### config.mk
export PLATFORM = sky130hd
export DESIGN_NAME = gpio_bank
export DESIGN_NICKNAME = d
export VERILOG_FILES = /design/src/rtl/gpio_bank_pkg.sv /design/src/rtl/gpio_sync.sv /design/src/rtl/gpio_port.sv /design/src/rtl/gpio_outreg.sv /design/src/rtl/gpio_bank.sv
export SDC_FILE = /design/constraint.sdc
export NUM_CORES = 1
export LEC_CHECK = 0
export BUFFER_PORTS_ARGS = -buffer_cell sky130_fd_sc_hd__buf_2
export CORE_ASPECT_RATIO = 0.9
export CORE_MARGIN = 2
export CORE_UTILIZATION = 55
export DETAILED_ROUTE_END_ITERATION = 12
export PLACE_DENSITY = 0.91
export REMOVE_ABC_BUFFERS = 1
export SETUP_SLACK_MARGIN = 0.2
export SLEW_MARGIN = 10
export SYNTH_ARGS = -nofsm -noshare
export SYNTH_HDL_FRONTEND = slang
export SYNTH_HIERARCHICAL = 1
export SYNTH_SLANG_ARGS = --single-unit
### constraint.sdc
create_clock -name clk -period 4.7 [get_ports clk]
set_input_delay 0.94 -clock clk [delete_from_list [all_inputs] [get_ports clk]]
set_output_delay 0.94 -clock clk [all_outputs]
set_load 0.005 [all_outputs]
### src/rtl/gpio_bank_pkg.sv
package gpio_bank_pkg;

   localparam int unsigned GB_AW = 4;
   localparam int unsigned GB_DW = 8;

   typedef logic [GB_AW-1:0] gb_addr_t;
   typedef logic [GB_DW-1:0] gb_byte_t;

   // register map; the pin-view addresses are read-only
   localparam gb_addr_t A_L_DAT = 4'h0;
   localparam gb_addr_t A_L_CFG = 4'h1;
   localparam gb_addr_t A_L_PIN = 4'h2;
   localparam gb_addr_t A_C_DAT = 4'h4;
   localparam gb_addr_t A_C_CFG = 4'h5;
   localparam gb_addr_t A_C_PIN = 4'h6;
   localparam gb_addr_t A_G_DAT = 4'h8;
   localparam gb_addr_t A_G_CFG = 4'h9;
   localparam gb_addr_t A_G_PIN = 4'hA;
   localparam gb_addr_t A_D_DAT = 4'hC;
   localparam gb_addr_t A_I_PIN = 4'hD;

   typedef struct packed {
      logic oe;
      logic val;
      logic pu;
   } pin_drv_t;

   // direction bit and value bit select one of four pin modes
   function automatic pin_drv_t decode_mode(input logic cfg, input logic dat);
      pin_drv_t d;
      d.oe  = cfg;
      d.val = cfg & dat;
      d.pu  = ~cfg & dat;
      return d;
   endfunction

endpackage

### src/rtl/gpio_sync.sv
module gpio_sync #(
   parameter int W      = 8,
   parameter int STAGES = 2
) (
   input  logic         clk,
   input  logic         rst_n,
   input  logic [W-1:0] d,
   output logic [W-1:0] q
);

   generate
      if (STAGES < 2) begin : g_bad_stages
         $error("gpio_sync: STAGES must be at least 2");
      end
   endgenerate

   logic [STAGES-1:0][W-1:0] chain;

   always_ff @(posedge clk or negedge rst_n) begin
      if (!rst_n) begin
         chain <= '0;
      end else begin
         chain[0] <= d;
         for (int s = 1; s < STAGES; s++) begin
            chain[s] <= chain[s-1];
         end
      end
   end

   assign q = chain[STAGES-1];

endmodule

### src/rtl/gpio_port.sv
module gpio_port
   import gpio_bank_pkg::*;
#(
   parameter int           W       = 8,
   parameter logic [W-1:0] IN_ONLY = '0
) (
   input  logic         clk,
   input  logic         rst_n,
   input  logic         dat_we,
   input  logic         cfg_we,
   input  logic [W-1:0] wd,
   output logic [W-1:0] dat_q,
   output logic [W-1:0] cfg_q,
   output logic [W-1:0] oe,
   output logic [W-1:0] dout,
   output logic [W-1:0] pu
);

   generate
      if (W < 1 || W > GB_DW) begin : g_bad_w
         $error("gpio_port: W must lie in 1..%0d", GB_DW);
      end
   endgenerate

   always_ff @(posedge clk or negedge rst_n) begin
      if (!rst_n)      dat_q <= '0;
      else if (dat_we) dat_q <= wd;
   end

   generate
      for (genvar b = 0; b < W; b++) begin : g_bit
         pin_drv_t drv;
         if (IN_ONLY[b]) begin : g_in_only
            assign cfg_q[b] = 1'b0;
         end else begin : g_bidir
            logic cfg_r;
            always_ff @(posedge clk or negedge rst_n) begin
               if (!rst_n)      cfg_r <= 1'b0;
               else if (cfg_we) cfg_r <= wd[b];
            end
            assign cfg_q[b] = cfg_r;
         end
         assign drv     = decode_mode(cfg_q[b], dat_q[b]);
         assign oe[b]   = drv.oe;
         assign dout[b] = drv.val;
         assign pu[b]   = drv.pu;
      end
   endgenerate

endmodule

### src/rtl/gpio_outreg.sv
module gpio_outreg #(
   parameter int           W   = 8,
   parameter logic [W-1:0] RST = '1
) (
   input  logic         clk,
   input  logic         rst_n,
   input  logic         we,
   input  logic [W-1:0] wd,
   output logic [W-1:0] q
);

   always_ff @(posedge clk or negedge rst_n) begin
      if (!rst_n)  q <= RST;
      else if (we) q <= wd;
   end

endmodule

### src/rtl/gpio_bank.sv
module gpio_bank
   import gpio_bank_pkg::*;
#(
   parameter int               L_W         = 8,
   parameter int               C_W         = 4,
   parameter int               G_W         = 8,
   parameter logic [G_W-1:0]   G_IN_ONLY   = 8'hC0,
   parameter logic [GB_DW-1:0] D_RST       = 8'hFF,
   parameter int               SYNC_STAGES = 2
) (
   input  logic             clk,
   input  logic             rst_n,
   input  logic [GB_AW-1:0] addr,
   input  logic             wr_en,
   input  logic [GB_DW-1:0] wr_data,
   input  logic             rd_en,
   output logic [GB_DW-1:0] rd_data,
   input  logic [L_W-1:0]   l_pad_in,
   output logic [L_W-1:0]   l_oe,
   output logic [L_W-1:0]   l_out,
   output logic [L_W-1:0]   l_pu,
   input  logic [C_W-1:0]   c_pad_in,
   output logic [C_W-1:0]   c_oe,
   output logic [C_W-1:0]   c_out,
   output logic [C_W-1:0]   c_pu,
   input  logic [G_W-1:0]   g_pad_in,
   output logic [G_W-1:0]   g_oe,
   output logic [G_W-1:0]   g_out,
   output logic [G_W-1:0]   g_pu,
   output logic [GB_DW-1:0] d_out,
   input  logic [GB_DW-1:0] i_pad_in,
   output logic             halt_req
);

   generate
      if (L_W < 1 || L_W > GB_DW) begin : g_bad_lw
         $error("gpio_bank: L_W out of range");
      end
      if (C_W < 1 || C_W > GB_DW) begin : g_bad_cw
         $error("gpio_bank: C_W out of range");
      end
      if (G_W < 1 || G_W > GB_DW) begin : g_bad_gw
         $error("gpio_bank: G_W out of range");
      end
      if (SYNC_STAGES < 2) begin : g_bad_sync
         $error("gpio_bank: SYNC_STAGES must be at least 2");
      end
   endgenerate

   // write decode
   logic we_l_dat, we_l_cfg, we_c_dat, we_c_cfg, we_g_dat, we_g_cfg, we_d;

   assign we_l_dat = wr_en && (addr == A_L_DAT);
   assign we_l_cfg = wr_en && (addr == A_L_CFG);
   assign we_c_dat = wr_en && (addr == A_C_DAT);
   assign we_c_cfg = wr_en && (addr == A_C_CFG);
   assign we_g_dat = wr_en && (addr == A_G_DAT);
   assign we_g_cfg = wr_en && (addr == A_G_CFG);
   assign we_d     = wr_en && (addr == A_D_DAT);

   // bidirectional ports
   logic [L_W-1:0] l_dat_q, l_cfg_q, l_pin_q;
   logic [C_W-1:0] c_dat_q, c_cfg_q, c_pin_q;
   logic [G_W-1:0] g_dat_q, g_cfg_q, g_pin_q;
   logic [GB_DW-1:0] i_pin_q;

   gpio_port #(.W(L_W), .IN_ONLY('0)) u_port_l (
      .clk(clk), .rst_n(rst_n), .dat_we(we_l_dat), .cfg_we(we_l_cfg),
      .wd(wr_data[L_W-1:0]), .dat_q(l_dat_q), .cfg_q(l_cfg_q),
      .oe(l_oe), .dout(l_out), .pu(l_pu)
   );

   gpio_port #(.W(C_W), .IN_ONLY('0)) u_port_c (
      .clk(clk), .rst_n(rst_n), .dat_we(we_c_dat), .cfg_we(we_c_cfg),
      .wd(wr_data[C_W-1:0]), .dat_q(c_dat_q), .cfg_q(c_cfg_q),
      .oe(c_oe), .dout(c_out), .pu(c_pu)
   );

   gpio_port #(.W(G_W), .IN_ONLY(G_IN_ONLY)) u_port_g (
      .clk(clk), .rst_n(rst_n), .dat_we(we_g_dat), .cfg_we(we_g_cfg),
      .wd(wr_data[G_W-1:0]), .dat_q(g_dat_q), .cfg_q(g_cfg_q),
      .oe(g_oe), .dout(g_out), .pu(g_pu)
   );

   gpio_outreg #(.W(GB_DW), .RST(D_RST)) u_port_d (
      .clk(clk), .rst_n(rst_n), .we(we_d), .wd(wr_data), .q(d_out)
   );

   // pad synchronizers
   gpio_sync #(.W(L_W), .STAGES(SYNC_STAGES)) u_sync_l (
      .clk(clk), .rst_n(rst_n), .d(l_pad_in), .q(l_pin_q)
   );
   gpio_sync #(.W(C_W), .STAGES(SYNC_STAGES)) u_sync_c (
      .clk(clk), .rst_n(rst_n), .d(c_pad_in), .q(c_pin_q)
   );
   gpio_sync #(.W(G_W), .STAGES(SYNC_STAGES)) u_sync_g (
      .clk(clk), .rst_n(rst_n), .d(g_pad_in), .q(g_pin_q)
   );
   gpio_sync #(.W(GB_DW), .STAGES(SYNC_STAGES)) u_sync_i (
      .clk(clk), .rst_n(rst_n), .d(i_pad_in), .q(i_pin_q)
   );

   // read mux; narrow ports are zero-extended
   logic [GB_DW-1:0] l_dat_x, l_cfg_x, l_pin_x;
   logic [GB_DW-1:0] c_dat_x, c_cfg_x, c_pin_x;
   logic [GB_DW-1:0] g_dat_x, g_cfg_x, g_pin_x;

   always_comb begin
      l_dat_x = '0;  l_dat_x[L_W-1:0] = l_dat_q;
      l_cfg_x = '0;  l_cfg_x[L_W-1:0] = l_cfg_q;
      l_pin_x = '0;  l_pin_x[L_W-1:0] = l_pin_q;
      c_dat_x = '0;  c_dat_x[C_W-1:0] = c_dat_q;
      c_cfg_x = '0;  c_cfg_x[C_W-1:0] = c_cfg_q;
      c_pin_x = '0;  c_pin_x[C_W-1:0] = c_pin_q;
      g_dat_x = '0;  g_dat_x[G_W-1:0] = g_dat_q;
      g_cfg_x = '0;  g_cfg_x[G_W-1:0] = g_cfg_q;
      g_pin_x = '0;  g_pin_x[G_W-1:0] = g_pin_q;
   end

   always_comb begin
      rd_data = '0;
      if (rd_en) begin
         case (addr)
            A_L_DAT: rd_data = l_dat_x;
            A_L_CFG: rd_data = l_cfg_x;
            A_L_PIN: rd_data = l_pin_x;
            A_C_DAT: rd_data = c_dat_x;
            A_C_CFG: rd_data = c_cfg_x;
            A_C_PIN: rd_data = c_pin_x;
            A_G_DAT: rd_data = g_dat_x;
            A_G_CFG: rd_data = g_cfg_x;
            A_G_PIN: rd_data = g_pin_x;
            A_D_DAT: rd_data = d_out;
            A_I_PIN: rd_data = i_pin_q;
            default: rd_data = '0;
         endcase
      end
   end

   // halt request: one pulse per accepted G data write
   always_ff @(posedge clk or negedge rst_n) begin
      if (!rst_n) halt_req <= 1'b0;
      else        halt_req <= we_g_dat;
   end

endmodule

## Word-level counts from Yosys, hierarchy flattened

Cells that the tools add are included.

| storage, ports and cells | value |
|---|---|
| output and inout bits | 77 |
| word-level logic and storage cells | 105 |
| input port bits | 44 |
| bits in registers | 103 |

| cells by class | value |
|---|---|
| bitwise operators | 54 |
| mux-type cells | 2 |
| reductions and logical operators | 8 |
| eq/ne operators | 10 |

Operator list:

| operator | number |
|---|---|
| $pmux W8 S11 | 1 |
| $and A1 B1 Y1 | 36 |
| $eq A4 B4 Y1 const B | 5 |
| $not A1 Y1 | 18 |
| $eq A4 B3 Y1 const B | 3 |
| $mux W8 | 1 |
| $logic_and A1 B1 Y1 | 7 |
| $eq A4 B1 Y1 const B | 1 |
| $eq A4 B2 Y1 const B | 1 |
| $logic_not A4 Y1 | 1 |

## Longest topological paths before layout

| logic depth | value |
|---|---|
| word-level depth | 3 |
| gate-level depth with buffers | 8 |
| gate-level depth less buffers | 4 |

## Hierarchy

Netlist, hierarchy kept.

By module, submodules not included:

| module | instances | sequential area each (um^2) | cells an instance | area each (um^2) |
|---|---|---|---|---|
| gpio_sync (u_sync_g ...) | 3 | 400.4 | 24 | 460.4 |
| gpio_bank | 1 | 25.0 | 133 | 1003.5 |
| gpio_port (u_port_l) | 1 | 400.4 | 66 | 883.3 |
| gpio_port (u_port_g) | 1 | 350.3 | 63 | 812.0 |
| gpio_port (u_port_c) | 1 | 200.2 | 32 | 400.4 |
| gpio_outreg | 1 | 210.2 | 17 | 341.6 |
| gpio_sync (u_sync_c) | 1 | 200.2 | 12 | 230.2 |

## Worst setup path after synthesis

No wires, ideal clock.

| path | value |
|---|---|
| path type | input port to output port |
| start point | input port addr[2] |
| end point | output port rd_data[0] |
| required time | 3.760 ns |
| buffers on the path | 2 |
| stages on the path | 5 |
| arrival time | 1.899 ns |
| path slack | 1.861 ns |
| path through | buf_6 > buf_6 > or4_1 > o221a_1 > a21oi_1 |

| on the way | value |
|---|---|
| cells in the longest elaborated chain, start to end | 3 |
| elaborated cells between the ends (all ways) | 13 |
| classes of those cells | 10 x eq/ne; 2 x mux; 1 x reduce/logical |

RTL lines:

| what | line | RTL |
|---|---|---|
| start, declared | gpio_bank.sv:13 | `input logic [GB_AW-1:0] addr,` |
| $eq A4 B4 Y1, or another cell as far along | gpio_bank.sv:123 | `case (addr)` |
| $pmux W8 S11 (*) | gpio_bank.sv:123 |  |
| $mux W8 (*) | gpio_bank.sv:122 | `if (rd_en) begin` |
| end, declared | gpio_bank.sv:17 | `output logic [GB_DW-1:0] rd_data,` |

Every way passes the cells marked *; elsewhere a longest branch is shown, timed or not.

## Worst setup path in the final report

| path | value |
|---|---|
| start point | input port addr[0] |
| end point | output port rd_data[0] |

The elaborated chain is that of the path after synthesis.

==> flow_summary.toml <==
[clock_network]
cts_buffers = 9
post-cts-setup-buffer-count = 0
worstSkewPairLatency_ns = 0.35
cts-resized-gates = 0
cts_tree = "built"
ctsLongestPathBuffers = 2
cts_root_buf = "clkbuf_8"
cts-htree-levels = 3
clk_pin_slew_worst_paths_ns = 0.10
ctsHoldBuffers = 0
cts.sinks = 103

[detailed_routing]
vias = 2929
wl_per_cell_um = 17.4
drc = 0
via_per_inst = 5.17
drt_iter0_drc = 216
postRouteAntennaNets = 0
drt_first_pass_iters = 4
routed_wl_mm = 9.85

[global_routing]
grtUsageTotal = 0.201
grt_pass1_wl_mm = 15.3
grt_max_degree = 64
grt_antenna_before_repair = 0
grt.overflow.total = 0
grt_pass1_vias = 2894

[critical_path]
worstPathArrival_ns = 2.76
critPathCaptureType = "output port"
startpoint_type = "input port"
crit_path_max_fanout = 26
cp.required_ns = 3.76
criticalPathCategory = "input port to output port"
r2r_cells = 1

[hold_path]
hold_path.class = "register to register"
whs_path_depth = 0

[floorplan]
num_rows = 33
die_h_um = 94.9
initial_core_util = 0.561
io_pins = 121
fp.dieW_um = 105
die_area_mm2 = 0.00997
core_area_mm2 = 0.00900

[sta]
slew_headroom = 0.291
holdWs_ns = 0.351
rsz0062_at_grt = "no"
min_period_ns = 3.70
hold_viol_final = 0
final_max_slew_viol_count = 0
fin_setup_tns_ns = 0
finalSetupViolCount = 0
max_freq_mhz = 270
skew_ns = 0.00874
post-route-period-util = 0.787
tightest_slew_ns = 1.06

[final_layout]
area_growth_pct = 4.80
num-nets-final = 483
insertedDiodeCount = 0
drive_above_1_share = 0.437

[logic_synthesis]
async_reset_ff_frac = 1.00
synth-seq-cells = 103
synth_cell_types = 54
avgSynthCellArea_um2 = 12.8
yosysSeqAreaShare = 0.512
syn-cell-area_mm2 = 0.00505
ys_warn_count = 6
synthFlopType = "dfrtp_1"
synth_top_area_share = 0.471
synthCells = 395
synth_edf_count = 0
synth_top_cell_by_area = "dfrtp_1"
synthTopCellsByArea = "dfrtp_1 (47%), mux2_4 (11%), buf_4 (11%), dfstp_2 (4.2%), buf_6 (2.9%)"

[power]
ir_worst_vdd_mv = 0.200
leakage_nw = 2.55
p_per_area_mw_per_mm2 = 392

[placement]
dpl.hpwl_mm = 6.99
io_buffers = 116
gp_congestion = 0.841

[status]
status = "finished clean"

[job]
cap_viol_max_count = 0
-- final cells by class --
class	count	area (um^2)
Clock inverter	5	33.8
Inverter	4	15.0
Timing Repair Buffer	119	606
Clock buffer	11	141
Fill cell	753	3710
Sequential cell	103	2590
Multi-Input combinational cell	202	1760
Tap cell	122	153
-- where the power goes --
part / switching (mW) / leakage (nW) / internal (mW)
clock network: 0.285 / 0.0853 / 0.206
registers: 0.113 / 1.22 / 1.01
logic: 0.182 / 1.25 / 0.274
-- sequential cells by signal, summed over array words and instances (netlist names) --
name,count
u_sync_i/q,8
u_sync_i/chain,8
u_port_l/g_bit.g_bidir.cfg_r,8
u_sync_g/chain,8
halt_req,1
u_port_c/g_bit.g_bidir.cfg_r,4
u_port_l/dat_q,8
u_sync_c/q,4
u_port_c/dat_q,4
u_sync_l/q,8
u_port_d/q,8
u_port_g/g_bit.g_bidir.cfg_r,6
u_sync_g/q,8
u_sync_l/chain,8
u_port_g/dat_q,8
u_sync_c/chain,4
-- kinds of logic after synthesis --
logic type      share of synthesized area
buf+inv                             0.145
flops                               0.512
compound gates                     0.0619
other cells                      0.000742
mux                                 0.168
simple gates                        0.111
-- synthesized netlist by cell type, drive strengths merged (2+ instances only) --
master / count
a211o: 2
a21oi: 7
a221oi: 2
a22o: 3
a22oi: 4
a31oi: 4
a32oi: 2
and2: 19
and2b: 2
and3: 5
buf: 91
dfrtp: 95
dfstp: 8
inv: 4
mux2: 50
mux2i: 10
mux4: 2
nand2: 7
nand2b: 3
nand3b: 6
nor2: 10
nor2b: 22
nor3: 5
nor3b: 2
o211ai: 2
o21ai: 8
o31ai: 2
or4: 3
-- path summary, 6_finish.rpt --
kind	start	endpoint	slack, ns
worst max-delay path	addr[0]	rd_data[0]	1.00
worst min-delay path	u_sync_c/chain[0]	u_sync_c/q[0]	0.35
worst max register to register	u_port_c/g_bit[0].g_bidir.cfg_r	u_port_c/g_bit[0].g_bidir.cfg_r	3.84
worst min register to register	u_sync_c/chain[0]	u_sync_c/q[0]	0.35
max in group asynchronous	rst_n	u_port_d/q[2]	3.02
min in group asynchronous	rst_n	u_port_g/dat_q[7]	0.64
-- cells in the final DEF, fill, tap and decap left out, types with 3 or more instances in the layout --
cell type / instances
buf_2: 115
dfrtp_1: 95
mux2_4: 38
nor2b_1: 22
and2_1: 18
nor2_1: 10
mux2i_1: 10
clkbuf_8: 10
mux2_1: 9
dfstp_2: 8
a21oi_1: 7
nand2_1: 7
nand3b_1: 6
conb_1: 6
inv_1: 4
a31oi_1: 4
and3_1: 4
o21ai_1: 4
a22oi_1: 4
buf_4: 4
a22o_1: 3
or4_1: 3
nor3_1: 3
o21ai_0: 3
mux2_2: 3
-- stage by stage --
step / area, um^2 / total power, mW / cells / util / setup slack (ns)
after floorplan: 4350 / 1.36 / 309 / - / 1.84
after global placement: 5120 / 1.58 / 550 / 0.569 / 1.05
after detailed placement: 5120 / 1.60 / 550 / 0.569 / 1.01
after CTS: 5300 / 2.09 / 566 / 0.588 / 0.990
after global routing: 5300 / 2.18 / 566 / 0.588 / 0.849
final: 5300 / 2.07 / 566 / 0.588 / 1.00
-- worst max-delay path, stage by stage --
cell and delay, ns:
buf_2 0.42, nor2b_1 0.59, a22oi_1 0.19, a211o_1 0.31
a21oi_1 0.16, buf_2 0.14
-- metal layers --
layer  global-route usage  share of wire  vias up
met1                0.267           0.43     1440
met5                    0              0        -
met2                0.333           0.50      118
met4               0.0611          0.013        0
li1                     -              -     1361
met3               0.0442          0.060       10
Note: power is estimated with default switching activity, not from simulation.
